==> src/rtl/cop_seq_pkg.sv <==
package cop_seq_pkg;
   typedef enum logic [2:0] {
      OP_NOP     = 3'd0,
      OP_SELECT  = 3'd1,
      OP_PUT     = 3'd2,
      OP_GET     = 3'd3,
      OP_START   = 3'd4,
      OP_SAVE    = 3'd5,
      OP_RESTORE = 3'd6,
      OP_RSVD    = 3'd7
   } cop_op_e;
endpackage

==> src/rtl/cop_cfg_tracker.sv <==
module cop_cfg_tracker #(
   parameter int CFG_W       = 8,
   parameter int LOAD_CYCLES = 16
) (
   input  logic             clk,
   input  logic             rst_n,
   input  logic             sel_fire,
   input  logic [CFG_W-1:0] sel_id,
   input  logic             ctx_fire,
   input  logic [CFG_W-1:0] ctx_id,
   input  logic             ctx_vld,
   output logic             busy,
   output logic [CFG_W-1:0] res_id,
   output logic             res_vld
);
   logic hit, miss;
   assign hit  = res_vld && (sel_id == res_id);
   assign miss = sel_fire && !hit;

   generate
      if (LOAD_CYCLES == 0) begin : g_instant
         assign busy = 1'b0;
         always_ff @(posedge clk) begin
            if (!rst_n) begin
               res_id  <= '0;
               res_vld <= 1'b0;
            end else if (ctx_fire) begin
               res_id  <= ctx_id;
               res_vld <= ctx_vld;
            end else if (miss) begin
               res_id  <= sel_id;
               res_vld <= 1'b1;
            end
         end
      end else begin : g_timed
         localparam int LW = $clog2(LOAD_CYCLES + 1);
         logic [LW-1:0]    ld_cnt;
         logic [CFG_W-1:0] pend_id;
         assign busy = (ld_cnt != '0);
         always_ff @(posedge clk) begin
            if (!rst_n) begin
               ld_cnt  <= '0;
               pend_id <= '0;
               res_id  <= '0;
               res_vld <= 1'b0;
            end else if (ctx_fire) begin
               ld_cnt  <= '0;
               res_id  <= ctx_id;
               res_vld <= ctx_vld;
            end else if (miss) begin
               ld_cnt  <= LW'(LOAD_CYCLES);
               pend_id <= sel_id;
               res_vld <= 1'b0;
            end else if (ld_cnt != '0) begin
               ld_cnt <= ld_cnt - 1'b1;
               if (ld_cnt == LW'(1)) begin
                  res_id  <= pend_id;
                  res_vld <= 1'b1;
               end
            end
         end

         assert_miss_busy_R2: assert property (@(posedge clk) disable iff (!rst_n)
            (miss && !ctx_fire) |=> busy);
         assert_load_done_R2: assert property (@(posedge clk) disable iff (!rst_n)
            $fell(busy) |-> res_vld);
      end
   endgenerate

   assert_hit_quiet_R1: assert property (@(posedge clk) disable iff (!rst_n)
      (sel_fire && hit && !busy) |=> !busy);
endmodule

==> src/rtl/cop_run_counter.sv <==
module cop_run_counter #(
   parameter int CNT_W = 16
) (
   input  logic             clk,
   input  logic             rst_n,
   input  logic             load,
   input  logic [CNT_W-1:0] load_val,
   output logic [CNT_W-1:0] cnt,
   output logic             run
);
   always_ff @(posedge clk) begin
      if (!rst_n)          cnt <= '0;
      else if (load)       cnt <= load_val;
      else if (cnt != '0)  cnt <= cnt - 1'b1;
   end
   assign run = (cnt != '0);

   assert_count_down_R4: assert property (@(posedge clk) disable iff (!rst_n)
      (run && !load) |=> (cnt == CNT_W'($past(cnt) - 1'b1)));
   assert_zero_noop_R5: assert property (@(posedge clk) disable iff (!rst_n)
      (load && load_val == '0) |=> !run);
endmodule

==> src/rtl/cop_mem_arbiter.sv <==
module cop_mem_arbiter (
   input  logic clk,
   input  logic rst_n,
   input  logic running,
   input  logic cpu_req,
   input  logic arr_req,
   output logic cpu_gnt,
   output logic arr_gnt
);
   always_comb begin
      if (running) begin
         arr_gnt = arr_req;
         cpu_gnt = cpu_req && !arr_req;
      end else begin
         cpu_gnt = cpu_req;
         arr_gnt = arr_req && !cpu_req;
      end
   end

   assert_array_first_R12: assert property (@(posedge clk) disable iff (!rst_n)
      (running && arr_req) |-> (arr_gnt && !cpu_gnt));
   assert_single_grant_R13: assert property (@(posedge clk) disable iff (!rst_n)
      !(cpu_gnt && arr_gnt));
endmodule

==> src/rtl/cop_seq.sv <==
module cop_seq #(
   parameter int DATA_W      = 32,
   parameter int CFG_W       = 8,
   parameter int CNT_W       = 16,
   parameter int LOAD_CYCLES = 16
) (
   input  logic              clk,
   input  logic              rst_n,
   input  logic              ins_valid,
   input  logic [2:0]        ins_op,
   input  logic              ins_interlock,
   input  logic [CFG_W-1:0]  ins_cfg_id,
   input  logic [DATA_W-1:0] ins_data,
   output logic              stall,
   output logic              cfg_busy,
   output logic              arr_run,
   output logic              arr_wr_en,
   output logic [DATA_W-1:0] arr_wr_data,
   input  logic [DATA_W-1:0] arr_rdata,
   output logic              rd_valid,
   output logic [DATA_W-1:0] rd_data,
   input  logic              cpu_req,
   input  logic              arr_req,
   output logic              cpu_gnt,
   output logic              arr_gnt
);
   import cop_seq_pkg::*;

   localparam int CFG_LSB = CNT_W;
   localparam int VLD_BIT = DATA_W - 1;

   generate
      if (CNT_W + CFG_W >= DATA_W) begin : g_bad_layout
         $error("context word cannot hold counter, id and valid flag");
      end
      if (CNT_W < 1 || CFG_W < 1) begin : g_bad_width
         $error("counter and id widths must be positive");
      end
   endgenerate

   cop_op_e          op;
   logic             accept, sel_fire, ctx_fire, start_fire;
   logic [CNT_W-1:0] cnt;
   logic [CFG_W-1:0] res_id;
   logic             res_vld;
   logic [DATA_W-1:0] save_word;

   assign op         = cop_op_e'(ins_op);
   assign stall      = ins_valid && (cfg_busy || (ins_interlock && arr_run));
   assign accept     = ins_valid && !stall;
   assign sel_fire   = accept && (op == OP_SELECT);
   assign ctx_fire   = accept && (op == OP_RESTORE);
   assign start_fire = accept && (op == OP_START);

   cop_cfg_tracker #(.CFG_W(CFG_W), .LOAD_CYCLES(LOAD_CYCLES)) u_cfg (
      .clk      (clk),
      .rst_n    (rst_n),
      .sel_fire (sel_fire),
      .sel_id   (ins_cfg_id),
      .ctx_fire (ctx_fire),
      .ctx_id   (ins_data[CFG_LSB +: CFG_W]),
      .ctx_vld  (ins_data[VLD_BIT]),
      .busy     (cfg_busy),
      .res_id   (res_id),
      .res_vld  (res_vld)
   );

   cop_run_counter #(.CNT_W(CNT_W)) u_cnt (
      .clk      (clk),
      .rst_n    (rst_n),
      .load     (start_fire || ctx_fire),
      .load_val (ins_data[CNT_W-1:0]),
      .cnt      (cnt),
      .run      (arr_run)
   );

   cop_mem_arbiter u_arb (
      .clk     (clk),
      .rst_n   (rst_n),
      .running (arr_run),
      .cpu_req (cpu_req),
      .arr_req (arr_req),
      .cpu_gnt (cpu_gnt),
      .arr_gnt (arr_gnt)
   );

   assign arr_wr_en   = accept && (op == OP_PUT);
   assign arr_wr_data = ins_data;

   always_comb begin
      save_word                    = '0;
      save_word[CNT_W-1:0]         = cnt;
      save_word[CFG_LSB +: CFG_W]  = res_id;
      save_word[VLD_BIT]           = res_vld;
   end

   always_ff @(posedge clk) begin
      if (!rst_n) begin
         rd_valid <= 1'b0;
         rd_data  <= '0;
      end else begin
         rd_valid <= accept && (op == OP_GET || op == OP_SAVE);
         if (accept && op == OP_GET)       rd_data <= arr_rdata;
         else if (accept && op == OP_SAVE) rd_data <= save_word;
      end
   end

   assert_interlock_wait_R6: assert property (@(posedge clk) disable iff (!rst_n)
      (accept && ins_interlock) |-> (cnt == '0));
   assert_busy_blocks_R3: assert property (@(posedge clk) disable iff (!rst_n)
      cfg_busy |-> !arr_wr_en);
   assert_get_result_R9: assert property (@(posedge clk) disable iff (!rst_n)
      (accept && op == OP_GET) |=> (rd_valid && rd_data == $past(arr_rdata)));
endmodule

==> config.mk <==
export PLATFORM = sky130hd
export DESIGN_NAME = cop_seq
export DESIGN_NICKNAME = d
export VERILOG_FILES = /design/src/rtl/cop_seq_pkg.sv /design/src/rtl/cop_cfg_tracker.sv /design/src/rtl/cop_run_counter.sv /design/src/rtl/cop_mem_arbiter.sv /design/src/rtl/cop_seq.sv
export SDC_FILE = /design/constraint.sdc
export NUM_CORES = 1
export LEC_CHECK = 0
export BUFFER_PORTS_ARGS = -buffer_cell sky130_fd_sc_hd__buf_4
export CAP_MARGIN = 20
export CORE_AREA = 2 2 116 118
export DETAILED_ROUTE_END_ITERATION = 10
export DIE_AREA = 0 0 118 120
export MAX_ROUTING_LAYER = met4
export PLACE_DENSITY = 0.49
export SYNTH_ARGS = -nofsm -noshare
export SYNTH_HDL_FRONTEND = slang
export SYNTH_HIERARCHICAL = 1
export SYNTH_SLANG_ARGS = --single-unit
==> constraint.sdc <==
create_clock -name clk -period 4 [get_ports clk]
set_clock_uncertainty 0.1 [all_clocks]
set_input_delay 0.4 -clock clk [delete_from_list [all_inputs] [get_ports clk]]
set_output_delay 0.4 -clock clk [all_outputs]
set_load 0.05 [all_outputs]
==> impl_metrics.toml, run 1 <==
[run_status]
outcome = "finished, final reports clean"

[detailed_routing]
dr_total_vias = 3282
totalWireLength_mm = 10.83
dr.pass1.iters = 4
first_iter_violations = 161
vias_per_cell = 4.943
avgRoutedWirePerCell_um = 16.30
drc_errors = 0
drtAntennaViolNets = 0

[synth]
synthAdderAreaFrac_pct = 1.022
synth-simple-area-share_pct = 15.10
netlist.area_leader.share_pct = 38.72
yosys-top-cells-area = "dfxtp_1 39%, buf_4 7.0%, o221a_2 6.7%, o22a_1 6.0%, xor2_1 3.3%"
ys_seq_area_share_pct = 38.72
synth_top_family_by_area = "compound AO/OA/AOI/OAI gates"
synth_edf_count = 0
synth-compound-area-share_pct = 25.26
avgSynthCellArea_um2 = 9.486
synth_area_um2 = 3671
synth_ff_type = "dfxtp_1"
ys_warn_count = 6
ys_ff_latch = 71
yosysUniqueCellTypes = 48
synth_nets = 471
synth_area_leader_cell = "dfxtp_1"
syn_inst = 387
synthXorXnorAreaFrac_pct = 5.965
muxShareOfSynthArea_pct = 2.181
async_flop_share_pct = 0

[placement]
place_ws_ps = 746.6
hpwl_mm = 7.950
placed_area_um2 = 4563
io_buffers = 137
place_congestion = 0.7597

[critical_path]
r2r-end = "u_cfg/res_id[3]"
startpoint_type = "flip-flop"
critical_path.max_stage_delay_ps = 440
critical_path_class = "flip-flop to flip-flop"
end_kind = "flip-flop"
r2r-start = "u_cnt/cnt[0]"
worstPathRequired_ps = 4100
critical_path.top_delay_family = "simple AND/OR/NAND/NOR gates"
crit_path_cell_trace = "inv_1 -> ha_1 -> nor3b_1 -> nand4_1 -> a21o_1 -> nor3_1 -> and3_2 -> inv_1 -> o311ai_4 -> and2_1 -> a211oi_1"
worstPathMaxFanout = 26
reg2reg_depth = 11
cpMostUsedCell = "inv_1"
slowest_stage = "and2_1"
arrival_ps = 3440
critical_path_buf_inv_count = 2
rrSetupSlack_ps = 660

[global_routing]
antenna_found_initial = 0
grt_max_degree = 62
grt_usage_pct = 15.71
grt_first_pass_wirelength_mm = 16.97
overflow = 0
first_global_vias = 3174

[timing]
setup_viol = 0
hold_slack_ps = 179.0
fmax_mhz = 299.7
hold_viol = 0
fin_crit_ps = 3337
slew_headroom_pct = 38.21
worst_slack_ps = 663.4
tns_ps = 0
worstMarginPinSlew_ps = 924.6
finalCritPeriodShare_pct = 83.42
rsz0062_at_grt = "no"
maxSlewViolCount = 0

[hold_path]
min_path_cells = 3
min-delay-start = "ins_data[5]"
hold_path_end = "u_cnt/cnt[5]"
min_path_type = "primary input to flip-flop"

[power_and_ir_drop]
p_per_area_nw_per_um2 = 597.7
irDropWorstVdd_mv = 0.1887
power_leakage_nw = 1.984

[cts]
postCtsSetupRepairBufs = 0
cts.sinks = 71
cts.clk_slew.worst_paths_ps = 60
htreeDepth = 3
cts_made_buffers = 9
clk_latency_ps = 340
tritoncts = "built"
ctsHoldBuffers = 0
post_cts_resized = 0
cts_max_path_buffers = 2
clock-root-buffer = "clkbuf_16"

[finish]
antenna_cells = 0
fin_nets = 567
drive_above_1_share_pct = 39.14
fillers = 1306
area_growth_pct = 33.47
fin_area_um2 = 4900

[floorplanning]
ios = 152
die_w_um = 118
row_count = 42
floorplan.initialDensity_pct = 28.28
die_height_um = 120
dieArea_um2 = 14160
core_um2 = 12980

[job]
cap_violations = 0
[layout by cell type (no fill, tap or decap), types with 2 or more instances in the layout]
master and instances:
nor3b_1 2, a211oi_2 3, buf_4 142, o221a_1 3, a32o_1 7, or4_1 2
clkbuf_16 9, dfxtp_1 71, a21oi_1 11, nand2_1 29, a21boi_0 2, inv_1 8
ha_1 3, a211oi_1 7, nand3_1 17, nand3b_1 5, nor2_1 12, o21ai_0 20
nor3_1 8, nand4b_1 2, nor2b_1 2, o221a_2 22, clkbuf_8 5, mux2i_1 8
xnor2_1 11, o21ai_1 3, nand2b_1 4, o311ai_0 2, o22a_1 25, xor2_1 14
and2_1 4, nand4_1 7, nor4_4 2
[flip-flops by register name (all words and copies together) (netlist names)]
| signal | count |
|---|---|
| u_cfg/g_timed.ld_cnt | 5 |
| u_cfg/g_timed.pend_id | 8 |
| u_cfg/res_vld | 1 |
| u_cnt/cnt | 16 |
| rd_data | 32 |
| rd_valid | 1 |
| u_cfg/res_id | 8 |
[metrics by stage]
step | instances | utilization (%) | total power, mW
floorplan | 387 | - | 1.804
global placement | 647 | 35.16 | 2.065
detailed placement | 647 | 35.16 | 2.071
CTS | 663 | 37.69 | 2.958
global route | 664 | 37.75 | 3.104
finish | 664 | 37.75 | 2.928
[area by class of cell]
type | count | area [µm²] | share of cell area [%]
sequential | 71 | 1421 | 29.01
tap | 176 | 220.2 | 4.494
clock buffer | 14 | 294.0 | 6.001
inverter | 10 | 37.54 | 0.7661
clock inverter | 2 | 35.03 | 0.7150
timing repair buffer | 143 | 1074 | 21.91
multi-input combinational | 248 | 1818 | 37.10
[synth_stat cells (2+ instances only)]
cell type and count:
nand2b_1 4, o311ai_0 2, o22a_1 25, and2_1 4, nor4_4 2, a211oi_2 3
o221a_2 22, xnor2_1 11, buf_4 34, o21ai_0 20, mux2i_1 8, nor2b_1 2
nand2_1 29, nand3b_1 5, dfxtp_1 71, o221a_1 3, o21ai_1 3, buf_2 9
ha_1 3, nand3_1 17, buf_6 2, nor3b_1 2, inv_1 8, nor2_1 12
nand4b_1 2, buf_8 2, nor3_1 8, a211oi_1 7, xor2_1 14, a21boi_0 2
a32o_1 7, or4_1 2, nand4_1 7, clkbuf_1 11, a21oi_1 11
[cell families (layout without fill, tap and decap cells)]
logic type,Yosys count,after routing
AND/OR/NAND/NOR,101,101
AO/OA/AOI/OAI,111,111
adder cells (fa/ha/maj),3,3
flip-flops,71,71
buffers and inverters,68,169
XOR/XNOR,25,25
multiplexers,8,8
[power by group]
part | total, mW | internal (mW) | switching [mW]
clock | 0.870 | 0.567 | 0.303
combinational | 1.09 | 0.441 | 0.648
sequential | 0.970 | 0.829 | 0.141
[worst register-to-register path: cells and delay by family, from the launching register on]
kind                     cells  cell delay, ps
AO/OA/AOI/OAI                3             670
adder cells (fa/ha/maj)      1             250
buffers and inverters        2             220
flip-flops                   1             360
AND/OR/NAND/NOR              5            1610
[how the worst max path moves through the flow]
stage	from	end	slack, ps	cells after the start
detailed placement	u_cnt/cnt[0]	u_cfg/res_id[3]	750	11
global route	u_cnt/cnt[1]	u_cfg/res_id[3]	300	11
finish	u_cnt/cnt[0]	u_cfg/res_id[3]	660	11
global placement	u_cnt/cnt[0]	u_cfg/res_id[4]	850	11
CTS	u_cnt/cnt[0]	u_cfg/res_id[3]	670	11
floorplan	u_cnt/cnt[0]	arr_wr_en	220	6
[per-layer routing]
metal	GRT usage, %	vias to the layer above	wire length, µm
met1	19.39	1548	4835
met2	24.16	121	5051
met3	4.705	14	713
met4	6.175	0	225
li1	-	1599	-
met5	-	-	0
Note: power is estimated with default switching activity, not from simulation.
==> run 2, diff against run 1 <==
Settings changed: PLACE_DENSITY 0.49 to 0.51.
Clock period 4 ns to 2.85 ns, I/O delays scaled along.
==> run 2 against run 1 <==
  * Register-to-register slack got worse by 410 ps
  * Die area stayed put
  * Core utilization up 0.89 points
  * Power grew 40%
  * Largest cell class unchanged
  * Sequential cell count unchanged
  * Non-clock buffer count is 10 higher
==> impl_metrics.toml, run 2 (same netlist as run 1, synthesis figures left out) <==
[power_and_ir_drop]
swShare_pct = 39.21
switching_power_mw = 1.606
p_per_area_nw_per_um2 = 816.8
clkPwrFrac_pct = 27.1
irDropWorstVdd_mv = 0.2480
p_int_mw = 2.490
seqPwrFrac_pct = 32.8
pwr-share-comb_pct = 40.1
power_leakage_nw = 2.022

[cts]
cts_made_buffers = 9
clock-root-buffer = "clkbuf_16"
htreeDepth = 3
cts.sinks = 71
cts.clk_slew.worst_paths_ps = 60
tritoncts = "built"
clk_latency_ps = 340
cts_max_path_buffers = 2

[critical_path]
startpoint = "u_cnt/cnt[11]"
rrSetupSlack_ps = 260
startpoint_type = "flip-flop"
r2r-start = "u_cnt/cnt[11]"
critical_path_class = "flip-flop to flip-flop"
arrival_ps = 2740
worstPathRequired_ps = 3000
end_kind = "flip-flop"
reg2reg_depth = 8
worstPathMaxFanout = 10

[floorplanning]
ios = 152
die_height_um = 120
floorplan.initialDensity_pct = 28.28
die_w_um = 118
core_um2 = 12980
row_count = 42
dieArea_um2 = 14160

[detailed_routing]
totalWireLength_mm = 11.02
avgRoutedWirePerCell_um = 16.35
drc_errors = 0
first_iter_violations = 157
drtAntennaViolNets = 0
dr_total_vias = 3295
dr.pass1.iters = 5
vias_per_cell = 4.889

[global_routing]
grt_util_met1_pct = 20.10
grt_first_pass_wirelength_mm = 17.29
grtUsageMet2_pct = 25.58
first_global_vias = 3194
busiest_layer = "met2"
grt_usage_pct = 16.10
antenna_found_initial = 0
grt_max_degree = 37
met3_usage_pct = 3.707
overflow = 0

[timing]
rsz0062_at_grt = "no"
fmax_mhz = 385.7
setup_viol = 0
fin_crit_ps = 2593
hold_viol = 0
worst_slack_ps = 257.2
slew_headroom_pct = 53.38
finalCritPeriodShare_pct = 90.98
worstMarginPinSlew_ps = 699.4
maxSlewViolCount = 0

[finish]
fin_area_um2 = 5015
antenna_cells = 0
stdcell_count = 674
largest_reg_flops = 32
regMostFlops = "rd_data"
most-common-layout-cells = "153 x buf_4, 69 x dfxtp_1, 29 x nand2_1"
final_common_cell = "buf_4"
post-route-util_pct = 38.64
reg_top3 = "rd_data (32), u_cnt/cnt (16)"
area_growth_pct = 36.61
drive_above_1_share_pct = 43.37
fin_nets = 577

[hold_path]
min_path_cells = 3
min-delay-start = "ins_data[7]"
min_path_type = "primary input to flip-flop"

[placement]
placed_area_um2 = 4722
io_buffers = 137
place_ws_ps = 190.1
dp_cells = 658
place_congestion = 0.7695
hpwl_mm = 8.182

[run_status]
outcome = "finished, final reports clean"

[job]
cap_violations = 0
==> run 2: through the flow <==
stage	hold slack, ps	power [mW]	TNS [ps]
6_report	50.94	4.096	0
5_1_grt	49.91	4.327	0
4_1_cts	39.66	4.131	0
3_5_place_dp	364.6	3.008	0
3_3_place_gp	355.3	2.990	0
2_1_floorplan	293.5	2.576	-4394
==> run 2: layout make-up <==
class,instances,area [µm²]
well taps,176,220.2
inverters,10,37.54
multi-input cells,248,1893
repair buffers,153,1149
clock buffers,11,252.7
flip-flops and latches,71,1424
fillers,1317,7965
clock inverters,5,38.79
==> run 2: power by group through the flow <==
stage | combinational [mW] | clock (mW) | sequential [mW]
after global routing | 1.79 | 1.17 | 1.37
final | 1.64 | 1.11 | 1.34
after global placement | 1.63 | 0 | 1.36
after floorplan | 1.13 | 0 | 1.45
after CTS | 1.65 | 1.13 | 1.34
after detailed placement | 1.64 | 0 | 1.36
==> run 2: timing repair <==
item | CTS | global route
hold buffers | 0 | 0
endpoints found under the setup margin | 0 | 8
resized for setup | 0 | 1
buffers inserted | 0 | 0
==> run 2: metal layers <==
layer | vias up | wire, µm
li1 | 1624 | -
met1 | 1553 | 4987
met2 | 108 | 5258
met3 | 10 | 627
met4 | 0 | 148
met5 | - | 0
==> run 2: final timing paths <==
kind                                   end
setup / recovery           u_cfg/res_id[1]
hold / removal                u_cnt/cnt[7]
setup reg to reg           u_cfg/res_id[1]
hold reg to reg   u_cfg/g_timed.pend_id[5]
==> run 2: worst max-delay path, stage by stage (launching register included) <==
cell      delay [ps]
dfxtp_2          360
nor4_4           370
nand4_1          260
a21oi_2          290
nand3_2          130
nor3_4           250
o311ai_4         190
and2_2           310
a211oi_1         240
==> run 3, diff against run 2 <==
Settings changed: BUFFER_PORTS_ARGS -buffer_cell sky130_fd_sc_hd__buf_4 to default, DONT_BUFFER_PORTS from default to 1, PLACE_DENSITY 0.51 to 0.4.
==> run 3 against run 2 <==
  * Worst hold slack lost 32 ps
  * Critical path type unchanged
  * Sequential share of layout area grew 3.8 points
  * Via count shrank 10%
  * First-iteration DRC count shrank 29%
  * Maximum frequency shrank 3.4%
  * Sequential cell count is the same
  * Sequential power grew 9.7%
==> impl_metrics.toml, run 3 (same netlist as run 1, synthesis figures left out) <==
[run_status]
outcome = "finished, final reports clean"

[timing]
worstMarginPinSlew_ps = 648.2
maxSlewViolCount = 0
fmax_mhz = 372.4
hold_viol = 0
fin_crit_ps = 2685
finalCritPeriodShare_pct = 94.21
slew_headroom_pct = 56.68
worst_slack_ps = 164.9
setup_viol = 0
rsz0062_at_grt = "yes"

[floorplanning]
die_height_um = 120
ios = 152
die_w_um = 118
dieArea_um2 = 14160
floorplan.initialDensity_pct = 28.28
row_count = 42
core_um2 = 12980

[finish]
reg_top3 = "rd_data (32), u_cnt/cnt (16)"
stdcell_count = 578
most-common-layout-cells = "69 x dfxtp_1, 32 x dlygate4sd3_1, 29 x nand2_1"
fin_nets = 481
antenna_cells = 0
final_common_cell = "dfxtp_1"
post-route-util_pct = 34.09
largest_reg_flops = 32
fillers = 1370
drive_above_1_share_pct = 21.64
regMostFlops = "rd_data"
area_growth_pct = 20.52

[critical_path]
startpoint_type = "flip-flop"
end_kind = "flip-flop"
critical_path_class = "flip-flop to flip-flop"
slowest_stage = "nor4_4"
arrival_ps = 2820
critical_path.max_stage_delay_ps = 390
crit_path_cell_trace = "nor4_4 -> nand4_1 -> a21oi_2 -> nand3_2 -> nor3_4 -> o311ai_4 -> and2_2 -> a211oi_1"
worstPathRequired_ps = 2990
worstPathMaxFanout = 13

[cts]
cts_max_path_buffers = 2
cts_made_buffers = 9
cts.clk_slew.worst_paths_ps = 60
tritoncts = "built"
htreeDepth = 3
clock-root-buffer = "clkbuf_16"
cts.sinks = 71
clk_latency_ps = 340

[power_and_ir_drop]
p_per_area_nw_per_um2 = 893.9
p_int_mw = 2.451
seqPwrFrac_pct = 37.1
switching_power_mw = 1.503
irDropWorstVdd_mv = 0.2949
pwr-share-comb_pct = 34.6
power_leakage_nw = 1.530
swShare_pct = 38.02
clkPwrFrac_pct = 28.3
finalPower_mw = 3.955

[detailed_routing]
vias_per_cell = 5.126
dr.pass1.iters = 4
drtAntennaViolNets = 0
totalWireLength_mm = 11.04
first_iter_violations = 111
dr_total_vias = 2963
avgRoutedWirePerCell_um = 19.10
drc_errors = 0

[global_routing]
grt_max_degree = 44
antenna_found_initial = 0
first_global_vias = 2881
overflow = 0
grt_first_pass_wirelength_mm = 17.16
grt_usage_pct = 16.19

[placement]
io_buffers = 0
hpwl_mm = 7.554
place_congestion = 0.7581
place_ws_ps = 90.92
dp_cells = 525

[hold_path]
min_path_type = "primary input to flip-flop"

[job]
cap_violations = 0
-- run 3: changes by cell type in the layout (fill, tap and decap cells not counted), moves of 2 or more --
| cell | previous run | this run |
|---|---|---|
| dlygate4sd3_1 | 0 | 32 |
| inv_6 | 2 | 0 |
| buf_12 | 0 | 3 |
| buf_6 | 0 | 2 |
| clkbuf_8 | 2 | 0 |
| buf_4 | 153 | 20 |
| clkbuf_1 | 0 | 2 |
-- run 3: what timing repair did --
action                                  in CTS  in global routing
hold endpoints to repair                    56                  0
resized for setup                            0                  4
setup buffers                                0                  4
endpoints found under the setup margin       0                 10
hold buffers                                33                  0
-- run 3: final cells by class --
class,count,area [µm²],share of cell area [%]
clock buffers,11,232.7,5.260
clock inverters,5,58.81,1.329
inverters,10,37.54,0.8484
multi-input cells,248,1898,42.90
flip-flops and latches,71,1424,32.18
well taps,176,220.2,4.977
repair buffers,57,553.0,12.50
-- run 3: power by group through the flow --
stage	combinational (mW)	sequential (mW)	clock, mW
6_report	1.37	1.47	1.12
5_1_grt	1.51	1.49	1.19
4_1_cts	1.35	1.47	1.16
3_5_place_dp	1.29	1.49	0
3_3_place_gp	1.29	1.48	0
2_1_floorplan	1.13	1.45	0
-- run 3: path summary, 6_finish.rpt --
kind                                    to                     start  depth (start not counted)  slack (ps)
setup / recovery           u_cfg/res_id[4]             u_cnt/cnt[11]                          8         160
hold / removal                u_cnt/cnt[1]                     rst_n                          2          20
setup reg to reg           u_cfg/res_id[4]             u_cnt/cnt[11]                          8         160
hold reg to reg   u_cfg/g_timed.pend_id[5]  u_cfg/g_timed.pend_id[5]                          2         370
-- run 3: stage by stage --
step	instance area, µm²	hold slack [ps]	setup TNS [ps]
finish	4424	18.68	0
global route	4424	9.916	-5.655
CTS	4380	1.815	0
detailed placement	3749	305.5	0
global placement	3749	307.6	0
floorplan	3764	293.5	-4394
-- run 3: critical path: cells and delay by family (launching register included) --
family / cells / cell delay (ps)
AND/OR/NAND/NOR: 5 / 1380
flip-flops: 1 / 350
AO/OA/AOI/OAI: 3 / 750
-- run 3: metal layers --
| layer | part of all wire (%) | global-route usage (%) | vias up | wire [µm] |
|---|---|---|---|---|
| met5 | 0 | - | - | 0 |
| met2 | 48 | 25.69 | 96 | 5343 |
| met4 | 2.1 | 6.928 | 0 | 234 |
| li1 | - | - | 1433 | - |
| met1 | 44 | 19.35 | 1419 | 4881 |
| met3 | 5.2 | 4.468 | 15 | 578 |
